[src/rtl/rst_cause_ctrl.sv]
module rst_cause_ctrl #(
  parameter int          RUN_CYC   = 16,
  parameter int          SLEEP_CYC = 64,
  parameter logic [31:0] CFG_CODES = 32'hCC_99_66_33,
  parameter logic [7:0]  MAGIC     = 8'h55,
  parameter logic        LVF_INIT  = 1'b0
) (
  input  logic       clk,
  input  logic       por_n,
  input  logic       reg_we,
  input  logic [1:0] reg_addr,
  input  logic [7:0] reg_wdata,
  output logic [7:0] reg_rdata,
  input  logic       lvd_trip,
  input  logic       wdt_expire,
  input  logic       core_sleep,
  output logic       sys_rst
);
  localparam int NCODE = 4;
  localparam int MAXC  = (RUN_CYC > SLEEP_CYC) ? RUN_CYC : SLEEP_CYC;
  localparam int CW    = $clog2(MAXC + 1);
  localparam logic [CW-1:0] RUN_L   = CW'(RUN_CYC);
  localparam logic [CW-1:0] SLEEP_L = CW'(SLEEP_CYC);

  logic [3:0]       cause;
  logic [7:0]       vcfg;
  logic             to_f, pd_f;
  logic [CW-1:0]    cnt;
  logic [NCODE-1:0] hit;

  genvar gi;
  generate
    for (gi = 0; gi < NCODE; gi++) begin : g_code
      assign hit[gi] = (vcfg == CFG_CODES[8*gi +: 8]);
    end
  endgenerate

  wire cfg_bad   = ~|hit;
  wire wr_cause  = reg_we && (reg_addr == 2'd0);
  wire wr_cfg    = reg_we && (reg_addr == 2'd1);
  wire wr_core   = reg_we && (reg_addr == 2'd3);
  wire magic_hit = reg_we && (reg_addr == 2'd2) && (reg_wdata == MAGIC);
  wire [3:0] set_v = {magic_hit, lvd_trip, cfg_bad, wdt_expire};
  wire trig = |set_v;

  always_ff @(posedge clk or negedge por_n) begin
    if (!por_n) cause <= {1'b0, LVF_INIT, 2'b00};
    else        cause <= (wr_cause ? (cause & reg_wdata[3:0]) : cause) | set_v;
  end

  always_ff @(posedge clk or negedge por_n) begin
    if (!por_n)       vcfg <= CFG_CODES[7:0];
    else if (cfg_bad) vcfg <= CFG_CODES[7:0];
    else if (wr_cfg)  vcfg <= reg_wdata;
  end

  always_ff @(posedge clk or negedge por_n) begin
    if (!por_n) begin
      to_f <= 1'b0;
      pd_f <= 1'b0;
    end else begin
      to_f <= (wr_core ? (to_f & reg_wdata[0]) : to_f) | wdt_expire;
      pd_f <= (wr_core ? (pd_f & reg_wdata[1]) : pd_f) | (wdt_expire & core_sleep);
    end
  end

  always_ff @(posedge clk or negedge por_n) begin
    if (!por_n)          cnt <= '0;
    else if (trig)       cnt <= core_sleep ? SLEEP_L : RUN_L;
    else if (cnt != '0)  cnt <= cnt - 1'b1;
  end

  assign sys_rst = (cnt != '0);

  always_comb begin
    case (reg_addr)
      2'd0:    reg_rdata = {4'h0, cause};
      2'd1:    reg_rdata = vcfg;
      2'd3:    reg_rdata = {6'h00, pd_f, to_f};
      default: reg_rdata = 8'h00;
    endcase
  end

  p_hi_zero_r1: assert property (@(posedge clk) disable iff (!por_n)
    (reg_addr != 2'd1) |-> (reg_rdata[7:4] == 4'h0));

  p_sticky_r2: assert property (@(posedge clk) disable iff (!por_n)
    (|($past(cause) & ~cause)) |-> $past(wr_cause));

  p_cfg_recover_r4: assert property (@(posedge clk) disable iff (!por_n)
    cfg_bad |=> !cfg_bad);

  p_pd_sleep_r6: assert property (@(posedge clk) disable iff (!por_n)
    $rose(pd_f) |-> $past(wdt_expire && core_sleep));

  p_rst_cause_r7: assert property (@(posedge clk) disable iff (!por_n)
    $rose(sys_rst) |-> $past(trig));
endmodule

[config.mk]
export PLATFORM = sky130hd
export DESIGN_NAME = rst_cause_ctrl
export DESIGN_NICKNAME = d
export VERILOG_FILES = /design/src/rtl/rst_cause_ctrl.sv
export SDC_FILE = /design/constraint.sdc
export NUM_CORES = 1
export LEC_CHECK = 0
export BUFFER_PORTS_ARGS = -buffer_cell sky130_fd_sc_hd__clkbuf_2
export CAP_MARGIN = 40
export CORE_MARGIN = 2
export CORE_UTILIZATION = 53
export CTS_CLUSTER_SIZE = 28
export DETAILED_ROUTE_END_ITERATION = 8
export GPL_ROUTABILITY_DRIVEN = 0
export PLACE_DENSITY = 0.78
export SETUP_SLACK_MARGIN = 0.1
export SYNTH_ARGS = -nofsm -noshare
export SYNTH_HDL_FRONTEND = slang
export SYNTH_SLANG_ARGS = --single-unit
[constraint.sdc]
create_clock -name clk -period 2 [get_ports clk]
set_input_delay 0.1 -clock clk [delete_from_list [all_inputs] [get_ports clk]]
set_output_delay 0.1 -clock clk [all_outputs]
set_load 0.02 [all_outputs]
Word-level counts from Yosys, hierarchy flattened --
Cells that the tools add are included. W data, S select, Z words.
Word-level totals: output and inout bits 9, bits in registers 21, input bits 16
Operators by class: reductions and logical operators 11, $add $sub $neg 1, bitwise gates (word level) 7, muxes and demuxes 9, equality and inequality tests 9
Operator list (count):
- $pmux W8 S3 | 1
- $mux W7 | 3
- $eq A8 B7 Y1 const B | 2
- $eq A8 B8 Y1 const B | 2
- $mux W8 | 2
- $eq A8 B6 Y1 const B | 1
- $reduce_or A4 Y1 | 2
- $reduce_bool A7 Y1 | 1
- $sub A7 B1 Y7 const B | 1
- $logic_and A1 B1 Y1 | 5
- $and A4 B4 Y4 | 1
- $eq A2 B2 Y1 const B | 2
- $mux W4 | 1
- $or A4 B4 Y4 | 1
- $and A1 B1 Y1 | 3
- $eq A2 B1 Y1 const B | 1
- $logic_not A2 Y1 | 1
- $mux W1 | 2
- $ne A2 B2 Y1 const B | 1
- $or A1 B1 Y1 | 2
- $reduce_bool A2 Y1 | 1
- $logic_not A1 Y1 | 1

Longest topological paths before layout --
depth after elaboration 5, depth in mapped cells 7, gate-level depth less buffers 7

Worst setup path after synthesis --
No wires, ideal clock.
path kind register to register, start reg cnt[0], end reg cnt[1], slack 521 ps, data required time 1913 ps, clock period less this slack 1479 ps, arrival 1392 ps, stages on the path, launching flop included 7, cell sequence dfrtp_1 > inv_1 > ha_1 > nor3b_2 > and2_2 > inv_2 > a211oi_2
Between the ends: elaborated cells on any way between the ends 5, those cells by class 1 x add/sub; 2 x mux; 2 x reduce/logical
RTL lines:
- from (decl) | line 28 | logic [CW-1:0] cnt;
- from (signal assigned) | line 69 | else if (trig) cnt <= core_sleep ? SLEEP_L : RUN_L;
- from (signal assigned) | line 70 | else if (cnt != '0) cnt <= cnt - 1'b1;
- $reduce_bool A7 Y1
- net sys_rst | line 17 | output logic sys_rst
- $reduce_bool A2 Y1 (no source line)
The timed path passes the listed nets, and every way through them passes these cells. The select of a mux whose other input is x is not followed. A chain may end at the register's enable or synchronous reset.

Worst setup path after layout --
start reg cnt[0], end out sys_rst
Between the ends: longest elaborated chain between the ends 1
Ends and longest elaborated chain:
- $reduce_bool A7 Y1 | line 73 | assign sys_rst = (cnt != '0);
- to (decl) | line 17
No other way between the ends.

==> reports/summary.txt <==
Max-Cap Viols = 0
port bufs = 24
largest net degree at the start of global routing = 22
GRT overflow = 0
max incr delay on CP = 0.43 ns
# fillers = 185
RR Startpoint = cnt[0]$_DFFE_PN0P_
library cells used by synthesis = 39
CP Launch Type = flip-flop
Hold Path Depth = 3
Hold Startpoint = wdt_expire
post-route ant nets = 0
critical path class = flip-flop to output port
CTS tree = built
First-pass DRT Iterations = 4
layout cells sized above 1 = 33.11%
relative slew slack = 66.35%
syn_nets = 138
Hold Crit Class = input pin to flip-flop
clock buffer depth = 2
peak supply drop = 0.0009493 V
maximum clock frequency = 568.8 MHz
Leakage = 0.6603 nW
Worst Setup SP = cnt[0]$_DFFE_PN0P_
Crit-path slowest cell = dfrtp_1
worst hold slack = 0.008421 ns
die area = 0.002679 sq mm
DRC Markers = 0
final net count = 170
Initial Utilization = 55.17%
TNS Setup = 0 ns
Post-DP HPWL = 1914 um
Max H-tree Level = 1
Die W = 51.76 um
clock period minus worst slack = 1.758 ns
sequential share of the synthesized area = 43.89%
Final Max Slew Viols = 0
final period utilization = 87.90%
CP Capture Type = output port
sum of buffers and inverters on the critical path = 3
Clock Skews = 0.003122 ns
vias per cell = 5.486
Routed Wire Length = 2514 um
synthesized instance count = 120
diode count = 0
R2R cell count = 7
pwr dens = 1418 mW/mm^2
Avg Cell Area, Syn = 10.07 sq um
most frequent cells in the layout = clkbuf_2 (24), dfrtp_1 (17), nor2_1 (16)
vias in the first global route = 956
WP data required = 1.90 ns
RSZ-0062 raised after global routing = false
CTS clk-pin slew, worst paths = 0.13 ns
flop-to-flop setup slack = 0.35 ns
Post-Layout Cell Count = 179
Area Growth Syn to Fin = 19.15%
Worst Hold Endpoint = pd_f$_DFF_PN0_
most common cell after layout, fill and taps aside = clkbuf_2
Initial DRC Count = 18
TritonCTS Buffers = 3
CP delay by family, top = flip-flops
clk_lat worst skew = 0.31 ns
Core Area = 0.002191 sq mm
synthesized cell area = 0.001209 sq mm
clock root buffer master = clkbuf_4
Synth Register Bits = 21
Hold Vio Cnt, Final = 0
vias = 982
outcome = finished clean
final setup fails = 0
Die Span Y = 51.76 um
DR WL/cell = 14.04 um
clock sinks = 21
antenna violations before repair = 0
crit path cell chain = inv_1 -> ha_1 -> nor3b_4 -> and2_2 -> inv_2 -> clkbuf_2
Inst Count DP = 169
Synth Warn # = 0
first-pass GRT wire length = 4326 um
Slew @ Worst Pin = 0.5047 ns
FP Rows = 17
I/O pin total = 25
reg2reg end = cnt[3]$_DFFE_PN0P_
GRT Util Overall = 22.41%
Max FO, Critical Path = 4
critical path arrival = 1.66 ns
cell usage after synthesis:
master     instances  area [sq um]
o22ai_1            1         6.260
o21a_1             1         7.510
nand3_1            5         25.02
and4bb_1           2         25.02
nor3_2             1         10.01
inv_2              1         3.750
buf_4              1         7.510
nor3b_2            1         12.51
nor3_1             2         10.01
and2_2             1         7.510
or2_1              1         6.260
nor4bb_1           1         10.01
xnor2_1            5         43.79
nor4_1             1         6.260
buf_2              3         15.01
o21ai_0            8         40.04
a2111oi_2          1         15.01
nand2_1            6         22.52
nor4b_2            1         15.01
o21ai_1            3         15.01
dfrtp_1           17         425.4
ha_1               2         25.02
nor2b_1            2         12.51
nor2_2             1         6.260
nand2b_2           1         8.760
and2_1             4         25.02
nand2_2            1         6.260
nand3_4            1         17.52
inv_1              2         7.510
a211oi_2           1         12.51
dfstp_2            4         105.1
nor2_1            16         60.06
a21oi_1            3         15.01
o22a_2             1         10.01
o2bb2ai_1          1         8.760
and4bb_2           3         37.54
nand2b_1           3         18.77
mux2i_1            9         90.09
nand4_1            2         12.51
report_power, final:
group | switching (mW) | internal, mW
Clock | 0.140 | 0.0763
Combinational | 0.580 | 0.528
Sequential | 0.145 | 0.572
state kept, by name, summed over array words and instances (netlist names):
name	cells
cause	4
cnt	7
pd_f	1
to_f	1
vcfg	8
how the worst max path moves through the flow:
stage / depth (start not counted) / endpoint
2_1_floorplan: 6 / cnt[1]$_DFFE_PN0P_
3_3_place_gp: 7 / cnt[6]$_DFFE_PN0P_
3_5_place_dp: 6 / cnt[1]$_DFFE_PN0P_
4_1_cts: 6 / sys_rst
5_1_grt: 6 / sys_rst
6_report: 6 / sys_rst
worst register-to-register path, delay by kind of cell, from the launching register on:
kind            cells  cell delay, ns
fa+ha+maj           1            0.20
xor+xnor            1            0.18
compound gates      1            0.34
flops               1            0.41
buf+inv             2            0.24
simple gates        2            0.19
per-layer routing:
metal / vias to the layer above / part of all wire, % / track usage [%] / wire length (um)
met5: - / 0 / 0 / 0
met4: 0 / 0.84 / 5.702 / 21
met3: 5 / 3.8 / 6.897 / 96
met2: 22 / 50 / 38.03 / 1260
met1: 469 / 45 / 27.72 / 1135
li1: 486 / - / - / -
logic make-up (layout without fill, tap and decap cells):
logic type | after synthesis | in the layout | synth area share (%)
simple gates | 56 | 56 | 29.40
flops | 21 | 21 | 43.89
compound gates | 20 | 20 | 10.77
mux | 9 | 9 | 7.454
buf+inv | 7 | 38 | 2.795
xor+xnor | 5 | 5 | 3.623
fa+ha+maj | 2 | 2 | 2.070
stage by stage:
stage	total power [mW]	setup slack (ns)	utilization (%)	instance area, sq um
2_1_floorplan	1.504	0.5213	-	1209
6_report	2.041	0.2419	65.73	1440
5_1_grt	2.230	0.1140	65.73	1440
4_1_cts	2.000	0.1567	64.59	1415
3_5_place_dp	1.738	0.4345	61.56	1349
3_3_place_gp	1.717	0.5135	61.56	1349
cell type report:
| cell class | instances | area (sq um) | area share, % |
|---|---|---|---|
| clock buffers | 3 | 22.52 | 1.564 |
| clock inverters | 1 | 7.507 | 0.5213 |
| inverters | 3 | 11.26 | 0.7819 |
| multi-input cells | 92 | 650.6 | 45.18 |
| flip-flops and latches | 21 | 530.5 | 36.84 |
| well taps | 28 | 35.03 | 2.433 |
| repair buffers | 31 | 182.7 | 12.68 |
what timing repair did:
item | in CTS | in global routing
setup buffers | 0 | 2
hold endpoints to repair | 20 | 1
gates resized for setup | 1 | 0
setup endpoints to repair | 1 | 1
hold buffers | 3 | 1
Note: power is estimated with default switching activity, not from simulation.
